<file path="src/rtl/pinctl_pkg.sv">
package pinctl_pkg;
  localparam logic [7:0] OFF_DATA = 8'h01;
  localparam logic [7:0] OFF_DIR  = 8'h05;
  localparam logic [7:0] OFF_PDI  = 8'h11;

  typedef enum logic [1:0] {
    OWN_PORT   = 2'd0,
    OWN_MASTER = 2'd1,
    OWN_SLAVE  = 2'd2
  } owner_e;
endpackage

</file>
<file path="src/rtl/pinctl_sync.sv">
module pinctl_sync #(
  parameter int STAGES = 2
) (
  input  logic clk,
  input  logic rst_n,
  input  logic d,
  output logic q
);
  logic [STAGES-1:0] st;

  for (genvar g = 0; g < STAGES; g++) begin : g_st
    if (g == 0) begin : g_first
      always_ff @(posedge clk or negedge rst_n) begin
        if (!rst_n) st[g] <= 1'b0;
        else        st[g] <= d;
      end
    end else begin : g_next
      always_ff @(posedge clk or negedge rst_n) begin
        if (!rst_n) st[g] <= 1'b0;
        else        st[g] <= st[g-1];
      end
    end
  end

  assign q = st[STAGES-1];
endmodule

</file>
<file path="src/rtl/pinctl_regs.sv">
module pinctl_regs
  import pinctl_pkg::*;
#(
  parameter int ADDR_W  = 5,
  parameter int BIT_IDX = 7
) (
  input  logic              clk,
  input  logic              rst_n,
  input  logic [ADDR_W-1:0] addr,
  input  logic              wr,
  input  logic [7:0]        wdata,
  input  logic              pin_s,
  output logic              dir_q,
  output logic              data_q,
  output logic              pdi_q,
  output logic [7:0]        rdata
);
  localparam logic [ADDR_W-1:0] A_DATA = OFF_DATA[ADDR_W-1:0];
  localparam logic [ADDR_W-1:0] A_DIR  = OFF_DIR[ADDR_W-1:0];
  localparam logic [ADDR_W-1:0] A_PDI  = OFF_PDI[ADDR_W-1:0];

  logic wbit;
  assign wbit = wdata[BIT_IDX];

  logic unused_wdata;
  assign unused_wdata = ^wdata;

  always_ff @(posedge clk or negedge rst_n) begin
    if (!rst_n) begin
      dir_q  <= 1'b0;
      data_q <= 1'b0;
      pdi_q  <= 1'b0;
    end else if (wr) begin
      if (addr == A_DATA) data_q <= wbit;
      if (addr == A_DIR)  dir_q  <= wbit;
      if (addr == A_PDI)  pdi_q  <= wbit;
    end
  end

  always_comb begin
    rdata = '0;
    if (addr == A_DATA)     rdata[BIT_IDX] = dir_q ? data_q : pin_s;
    else if (addr == A_DIR) rdata[BIT_IDX] = dir_q;
  end

  assert_hold_R2: assert property (@(posedge clk) disable iff (!rst_n)
    !wr |=> $stable({dir_q, data_q, pdi_q}));
  assert_dir_store_R2: assert property (@(posedge clk) disable iff (!rst_n)
    (wr && addr == A_DIR) |=> dir_q == $past(wdata[BIT_IDX]));
  assert_pdi_store_R2: assert property (@(posedge clk) disable iff (!rst_n)
    (wr && addr == A_PDI) |=> pdi_q == $past(wdata[BIT_IDX]));
endmodule

</file>
<file path="src/rtl/pinctl_route.sv">
module pinctl_route
  import pinctl_pkg::*;
(
  input  logic ser_en,
  input  logic ser_master,
  input  logic ser_sck,
  input  logic pin_in,
  input  logic dir_q,
  input  logic data_q,
  input  logic pdi_q,
  input  logic pd_inhibit_all,
  output logic pin_out,
  output logic pin_oe,
  output logic pin_pd_en,
  output logic ser_clk_in
);
  owner_e own;

  always_comb begin
    if (!ser_en)        own = OWN_PORT;
    else if (ser_master) own = OWN_MASTER;
    else                own = OWN_SLAVE;
  end

  always_comb begin
    pin_out    = 1'b0;
    pin_oe     = 1'b0;
    pin_pd_en  = 1'b0;
    ser_clk_in = 1'b0;
    unique case (own)
      OWN_PORT: begin
        pin_oe    = dir_q;
        pin_out   = data_q;
        pin_pd_en = !dir_q && !pdi_q && !pd_inhibit_all;
      end
      OWN_MASTER: begin
        pin_oe  = 1'b1;
        pin_out = ser_sck;
      end
      OWN_SLAVE: begin
        ser_clk_in = pin_in;
      end
      default: ;
    endcase
  end
endmodule

</file>
<file path="src/rtl/pinctl_sck_pin.sv">
module pinctl_sck_pin #(
  parameter int ADDR_W      = 5,
  parameter int BIT_IDX     = 7,
  parameter int SYNC_STAGES = 2
) (
  input  logic              clk,
  input  logic              rst_n,
  input  logic [ADDR_W-1:0] reg_addr,
  input  logic              reg_wr,
  input  logic [7:0]        reg_wdata,
  output logic [7:0]        reg_rdata,
  input  logic              ser_en,
  input  logic              ser_master,
  input  logic              ser_sck,
  output logic              ser_clk_in,
  input  logic              pd_inhibit_all,
  input  logic              pin_in,
  output logic              pin_out,
  output logic              pin_oe,
  output logic              pin_pd_en
);
  logic pin_s, dir_q, data_q, pdi_q;

  pinctl_sync #(.STAGES(SYNC_STAGES)) u_sync (
    .clk(clk), .rst_n(rst_n), .d(pin_in), .q(pin_s)
  );

  pinctl_regs #(.ADDR_W(ADDR_W), .BIT_IDX(BIT_IDX)) u_regs (
    .clk(clk), .rst_n(rst_n), .addr(reg_addr), .wr(reg_wr),
    .wdata(reg_wdata), .pin_s(pin_s), .dir_q(dir_q), .data_q(data_q),
    .pdi_q(pdi_q), .rdata(reg_rdata)
  );

  pinctl_route u_route (
    .ser_en(ser_en), .ser_master(ser_master), .ser_sck(ser_sck),
    .pin_in(pin_in), .dir_q(dir_q), .data_q(data_q), .pdi_q(pdi_q),
    .pd_inhibit_all(pd_inhibit_all), .pin_out(pin_out), .pin_oe(pin_oe),
    .pin_pd_en(pin_pd_en), .ser_clk_in(ser_clk_in)
  );

  assert_oe_master_R5: assert property (@(posedge clk) disable iff (!rst_n)
    ser_en |-> pin_oe == ser_master);
  assert_master_clk_R6: assert property (@(posedge clk) disable iff (!rst_n)
    (ser_en && ser_master) |-> pin_out == ser_sck);
  assert_slave_float_R7: assert property (@(posedge clk) disable iff (!rst_n)
    (ser_en && !ser_master) |-> (!pin_oe && ser_clk_in == pin_in));
  assert_pd_off_R8: assert property (@(posedge clk) disable iff (!rst_n)
    ser_en |-> !pin_pd_en);
  assert_pd_input_R9: assert property (@(posedge clk) disable iff (!rst_n)
    pin_pd_en |-> !pin_oe);
  assert_option_R12: assert property (@(posedge clk) disable iff (!rst_n)
    pd_inhibit_all |-> !pin_pd_en);
endmodule

</file>
<file path="config.mk">
export PLATFORM = sky130hd
export DESIGN_NAME = pinctl_sck_pin
export DESIGN_NICKNAME = d
export VERILOG_FILES = /design/src/rtl/pinctl_pkg.sv /design/src/rtl/pinctl_sync.sv /design/src/rtl/pinctl_regs.sv /design/src/rtl/pinctl_route.sv /design/src/rtl/pinctl_sck_pin.sv
export SDC_FILE = /design/constraint.sdc
export NUM_CORES = 1
export LEC_CHECK = 0
export ABC_AREA = 1
export BUFFER_PORTS_ARGS = -buffer_cell sky130_fd_sc_hd__buf_2
export CORE_AREA = 2 2 39 41
export DETAILED_ROUTE_END_ITERATION = 7
export DIE_AREA = 0 0 41 43
export SLEW_MARGIN = 15
export SYNTH_ARGS = -nofsm -noshare
export SYNTH_HDL_FRONTEND = slang
export SYNTH_SLANG_ARGS = --single-unit
export TNS_END_PERCENT = 10
</file>
<file path="constraint.sdc">
create_clock -name clk -period 1.31 [get_ports clk]
set_clock_uncertainty 0.2 [all_clocks]
set_input_delay 0.131 -clock clk [delete_from_list [all_inputs] [get_ports clk]]
set_output_delay 0.131 -clock clk [all_outputs]
set_load 0.1 [all_outputs]
</file>
==> results by group, run 1 <==
Status
  – Status: finished with violations
  – Failing checks: negative setup slack

Critical path
  – Slowest stage delay, CP: 0.40 ns
  – Startpoint Class: register
  – Crit. End Element: output port
  – CP Class: register to output port
  – R2r endpoint: u_regs.dir_q$_DFFE_PN0P_
  – Reg2Reg Setup Slack: 0.36 ns
  – Worst Path Max Fanout: 4
  – Worst-path cell chain: a21oi_1 -> nand3_1 -> nand2_2 -> buf_12
  – Critical Path AT: 1.22 ns
  – CP top delay family: flip-flops
  – FF-to-FF path depth: 3
  – CP bufs+invs: 1
  – CP max-delay cell: dfrtp_1
  – Reg2reg start: u_regs.dir_q$_DFFE_PN0P_
  – Worst path depth: 4
  – WP data required: 0.98 ns

Synthesis
  – Register area share after synthesis: 36.0%
  – Area leader, netlist: dfrtp_1
  – Count of flip-flops with a built-in enable after synthesis: 0
  – Commonest cells post-synth: 10 x nand2_1, 7 x buf_4, 6 x nand3_1
  – Ranking of synthesized cells by area: dfrtp_1 36%, buf_4 15%, nand2_1 11%, nand3_1 8.6%, nor2_2 5.4%
  – Distinct cells, synth: 16
  – Syn Area/Cell: 7.40 µm²
  – Syn Inst Count: between 40 and 50
  – Flops & latches, synth: 5
  – Synthesized area: 348 µm²
  – Post-synth ARST share: 100%
  – Ys flop type: dfrtp_1
  – Area share of the largest cell type after synthesis: 36.0%
  – Most frequent cell after synthesis: nand2_1
  – Yosys warns: 0

Floorplan
  – Num rows: 14
  – Chip width: 41 µm
  – CORE AREA: approximately 1400 µm²
  – Num ports: 33
  – Initial Util: around a quarter
  – Chip height: 43 µm
  – Die ar.: 1760 µm²

Layout
  – Share of cells above drive strength 1: 46.7%
  – Final non-filler cell total: 91
  – NumNets Final: 97
  – Ant diodes: 0
  – Layout area overhead: 77.7%
  – Layout filler cell count: 141
  – Multi-input logic area: 198 µm²
  – Seq. cell area: between 100 and 150 µm²

Hold path
  – Hold Path Depth: 4
  – Worst min path class: input port to register
  – Worst hold start: reg_addr[4]
  – Hold endpoint: u_regs.dir_q$_DFFE_PN0P_

Global route
  – Number of antenna violations at the first check in global routing: 0
  – Gr usage total: 12.0%
  – Largest net degree at the start of global routing: 7
  – Grt total ovfl: 0
  – Vias in the first global route: around 340
  – First-pass GRT wire length: 1370 µm

STA
  – Setup violations, final: 4
  – Fin. Hold Viols: 0
  – Final WS setup: -0.241 ns
  – Minimum clock period: around 1.6 ns
  – RSZ-0062 raised after global routing: yes
  – Fin. max-slew vios: 0
  – Crit share post-route: 118%
  – Fmax: 645 MHz

Placed design
  – Pre-CTS WS: 0.0331 ns
  – Count of input and output buffers: 18
  – Placer Congestion: 0.770
  – Post-DP HPWL: 648 µm
  – Dpl cells: just over 80

Route
  – Starting DRT DRC Count: 5
  – Routed wire length: just over 800 µm
  – First-pass DRT Iterations: 4
  – Vias/cell: approximately 4.3
  – Routed Antenna Nets: 0
  – DR WL/cell: roughly 9.1 µm
  – DRC Markers: 0
  – Vias after detailed routing: between 300 and 400

Job
  – Max-Cap Viols: 0

Clock network
  – CTS root buffer: clkbuf_4
  – CTS tree: done
  – H-Tree Depth: 1
  – Total CTS buffers: 3
  – Clock Latency Late Sink: 0.24 ns
  – Total setup buffers inserted after CTS: 0
  – Max clock buf depth: 2
  – Clock slew at reported path FFs: 0.04 ns
  – Clock sinks: 5

Pwr
  – Total power divided by cell area: about 1200 nW/µm²
  – Leakage: 0.000311 µW
  – Max VDD drop: 0.546 mV
sequential cells by signal (all words and copies together) (netlist names):
register / cells
u_sync.st: 1
u_regs.dir_q: 1
u_regs.pdi_q: 1
u_regs.data_q: 1
u_sync.q: 1
area by class of cell:
type                            count  share of cell area, %
Inverter                            5                   3.04
Multi-Input combinational cell     36                   32.0
Tap cell                           16                   3.24
Sequential cell                     5                   20.2
Timing Repair Buffer               25                   37.2
Clock buffer                        4                   4.25
per-stage QoR:
step           area [µm²]  util [%]  TNS (ns)  power [µW]  hold WS, ns
2_1_floorplan         392         -     -1.22         446       -0.365
3_3_place_gp          547      39.5         0         534       -0.252
3_5_place_dp          547      39.5         0         538       -0.249
4_1_cts               613      44.3    -0.699         734      0.00435
5_1_grt               618      44.7    -0.918         768      0.00925
6_report              618      44.7    -0.636         722       0.0114
report_power, final:
part / total [µW] / switching (µW) / internal (µW)
logic: 354 / 246 / 108
registers: 190 / 15.0 / 175
clock network: 177 / 61.9 / 115
total: 722 / 323 / 399
worst register-to-register path: cells and delay by family (launching register included):
| family | cells | cell delay, ns |
|---|---|---|
| buffers and inverters | 1 | 0.15 |
| flip-flops | 1 | 0.40 |
| AND/OR/NAND/NOR | 2 | 0.10 |
cells by family (layout without fill, tap and decap cells):
| logic type | after synthesis | after routing | synth area share, % |
|---|---|---|---|
| AOI/OAI and AO/OA | 3 | 3 | 5.03 |
| buffers and inverters | 12 | 34 | 20.5 |
| DFF | 5 | 5 | 36.0 |
| other | 1 | 7 | 1.08 |
| and+or+nand+nor | 26 | 26 | 37.4 |
how the worst max path moves through the flow:
stage	endpoint	slack [ns]	from
finish	reg_rdata[7]	-0.24	u_regs.dir_q$_DFFE_PN0P_
global route	reg_rdata[7]	-0.32	u_regs.dir_q$_DFFE_PN0P_
CTS	reg_rdata[7]	-0.24	u_regs.dir_q$_DFFE_PN0P_
detailed placement	reg_rdata[7]	0.03	u_regs.dir_q$_DFFE_PN0P_
global placement	reg_rdata[7]	0.05	u_regs.dir_q$_DFFE_PN0P_
floorplan	pin_pd_en	-0.45	u_regs.pdi_q$_DFFE_PN0P_
layer usage:
| metal | wire length [µm] | GRT usage, % |
|---|---|---|
| met3 | 84 | 6.28 |
| met2 | 434 | 17.8 |
| met5 | 0 | 0 |
| met1 | 309 | 13.1 |
| met4 | 0 | 6.67 |
placed cells by master (no fill, tap or decap), types with 2 or more instances in the layout:
cell type / count
nand2_2: 2
dlygate4sd3_1: 4
nor2_2: 4
buf_12: 5
buf_2: 12
clkbuf_4: 3
buf_4: 4
dfrtp_1: 5
nand4_1: 2
inv_1: 3
inv_2: 2
nand3_1: 6
nand2_1: 9
conb_1: 7
timing repair:
action                                 4_1_cts  5_1_grt
endpoints found under the hold margin        9        0
pin swaps                                    0        1
setup endpoints to repair                    4        5
resized for setup                            0        2
hold buffers                                 4        0
cloned                                       0        0
No activity file was read; power rests on OpenSTA's default activity.
==> inputs of run 2 (changes only) <==
HOLD_SLACK_MARGIN = 0.1   (was default)
==> run 2 against run 1 <==
- the run still ends with negative setup slack left
- register-to-register slack about the same
- fmax is 0.32% lower
- worst setup slack worse by 0.0049 ns
==> results by group, run 2 (synthesis results as in run 1) <==
Hold path
  – Hold Path Depth: 5 (was 4)
  – Worst min path class: input port to register (unchanged)
  – Hold endpoint: u_regs.pdi_q$_DFFE_PN0P_ (was u_regs.dir_q$_DFFE_PN0P_)
  – Worst hold start: reg_addr[3] (was reg_addr[4])

Status
  – Failing checks: negative setup slack (unchanged)
  – Status: finished with violations (unchanged)

Clock network
  – Clock sinks: 5 (unchanged)
  – Total setup buffers inserted after CTS: 0 (unchanged)
  – Clock Latency Late Sink: 0.24 ns (about the same)
  – H-Tree Depth: 1 (unchanged)
  – CTS tree: done (unchanged)
  – Max clock buf depth: 2 (unchanged)
  – Total CTS buffers: 3 (unchanged)
  – CTS root buffer: clkbuf_4 (unchanged)
  – Clock slew at reported path FFs: 0.04 ns (about the same)

Pwr
  – Power share of the combinational group: 49.8% (was 49.1%)
  – Switching Share: 44.6% (was 44.8%)
  – Power Total: 736 µW (was 722 µW)
  – Leakage: 0.000347 µW (was 0.000311 µW)
  – Internal power component: 407 µW (was 399 µW)
  – Total power divided by cell area: 1100 nW/µm² (was 1170 nW/µm²)
  – Psw: 328 µW (was 323 µW)
  – Max VDD drop: 0.547 mV (was 0.546 mV)
  – Seq pwr share: 25.9% (was 26.4%)
  – Clock group share of total power: 24.4% (was 24.5%)

STA
  – RSZ-0062 raised after global routing: yes (unchanged)
  – Crit share post-route: 119% (was 118%)
  – Final WS setup: -0.246 ns (was -0.241 ns)
  – Fmax: 643 MHz (was 645 MHz)
  – Setup violations, final: 4 (unchanged)
  – Setup_tns: -0.650 ns (was -0.636 ns)
  – Minimum clock period: 1.56 ns (was 1.55 ns)
  – Fin. max-slew vios: 0 (unchanged)
  – Hold Slack: 0.124 ns (was 0.0114 ns)
  – Fin. Hold Viols: 0 (unchanged)

Route
  – Vias/cell: 4.28 (was 4.30)
  – Vias after detailed routing: 411 (was 391)
  – DRC Markers: 0 (unchanged)
  – Starting DRT DRC Count: 0 (was 5)
  – DR WL/cell: 9.58 µm (was 9.10 µm)
  – First-pass DRT Iterations: 1 (was 4)
  – Routed Antenna Nets: 0 (unchanged)
  – Routed wire length: 920 µm (was 828 µm)

Critical path
  – Worst-path cell chain: a21oi_1 -> nand3_1 -> nand2_2 -> buf_12 (unchanged)
  – Worst Setup SP: u_regs.dir_q$_DFFE_PN0P_ (unchanged)
  – FF-to-FF path depth: 3 (unchanged)
  – CP Class: register to output port (unchanged)
  – CP top delay family: flip-flops (unchanged)
  – CP max-delay cell: dfrtp_1 (unchanged)
  – Worst Path Max Fanout: 4 (unchanged)
  – Slowest stage delay, CP: 0.40 ns (about the same)
  – Reg2Reg Setup Slack: 0.35 ns (was 0.36 ns)
  – WP data required: 0.98 ns (about the same)
  – Startpoint Class: register (unchanged)
  – R2r endpoint: u_regs.dir_q$_DFFE_PN0P_ (unchanged)
  – Reg2reg start: u_regs.dir_q$_DFFE_PN0P_ (unchanged)
  – CP bufs+invs: 1 (unchanged)
  – Crit. End Element: output port (unchanged)
  – Critical Path AT: 1.22 ns (about the same)

Placed design
  – Placer Congestion: 0.770 (unchanged)
  – Count of input and output buffers: 18 (unchanged)
  – Post-DP HPWL: 648 µm (unchanged)
  – Area after DPL: 547 µm² (unchanged)

Floorplan
  – Initial Util: 25.1% (unchanged)
  – Num ports: 33 (unchanged)
  – Die ar.: 1760 µm² (unchanged)
  – Chip height: 43 µm (unchanged)
  – Num rows: 14 (unchanged)
  – CORE AREA: 1380 µm² (unchanged)
  – Chip width: 41 µm (unchanged)

Layout
  – Fin util: 48.3% (was 44.7%)
  – Ant diodes: 0 (unchanged)
  – Share of cells above drive strength 1: 43.8% (was 46.7%)
  – Most common cell after layout, fill and taps aside: buf_2 (unchanged)
  – Final instance area: 668 µm² (was 618 µm²)
  – NumNets Final: 102 (was 97)
  – Layout area overhead: 92.1% (was 77.7%)
  – Leading cell types in the layout, fill and taps excluded: 13 x buf_2, 9 x nand2_1, 8 x dlygate4sd3_1, 7 x conb_1, 6 x nand3_1 (was 12 x buf_2, 9 x nand2_1, 7 x conb_1, 6 x nand3_1)

Global route
  – Vias in the first global route: 369 (was 339)
  – Gr usage total: 13.4% (was 12.0%)
  – Grt total ovfl: 0 (unchanged)
  – First-pass GRT wire length: 1520 µm (was 1370 µm)
  – Number of antenna violations at the first check in global routing: 0 (unchanged)
  – Largest net degree at the start of global routing: 6 (was 7)

Job
  – Max-Cap Viols: 0 (unchanged)
## run 2: metal layers
layer	track usage [%]	part of all wire, %
met1	14.4	36
met2	20.9	54
met3	6.28	9.0
met4	6.67	0
met5	0	0
## run 2: metrics by stage
step	worst slack, ns	std cells
after CTS	-0.239	96
after floorplan	-0.455	53
after detailed placement	0.0331	83
after global placement	0.0488	83
after global routing	-0.320	96
final	-0.246	96
## run 2: area by class of cell
class                      instances  area (µm²)
timing repair buffer              30         280
inverter                           5        18.8
fill                             143         716
sequential                         5         125
clock buffer                       4        26.3
tap                               16        20.0
multi-input combinational         36         198
## run 2: how the worst max path moves through the flow
stage	end	slack (ns)	cells after the start
6_report	reg_rdata[7]	-0.25	4
5_1_grt	reg_rdata[7]	-0.32	4
4_1_cts	reg_rdata[7]	-0.24	4
3_5_place_dp	reg_rdata[7]	0.03	4
3_3_place_gp	reg_rdata[7]	0.05	4
2_1_floorplan	pin_pd_en	-0.45	1
## run 2: timing repair
item / CTS / global route
endpoints found under the setup margin: 4 / 7
resized for setup: 0 / 2
cloned: 0 / 0
hold buffers: 9 / 0
hold endpoints to repair: 9 / 0
## run 2: worst register-to-register path, delay by kind of cell, from the launching register on
kind	cells	cell delay, ns
buffers and inverters	1	0.15
flip-flops	1	0.40
AND/OR/NAND/NOR	2	0.11
## run 2: power groups by stage
stage / combinational [µW] / clock (µW) / sequential, µW
finish: 366 / 179 / 190
detailed placement: 346 / 0 / 193
floorplan: 251 / 0 / 195
global route: 386 / 201 / 194
global placement: 342 / 0 / 192
CTS: 366 / 188 / 191
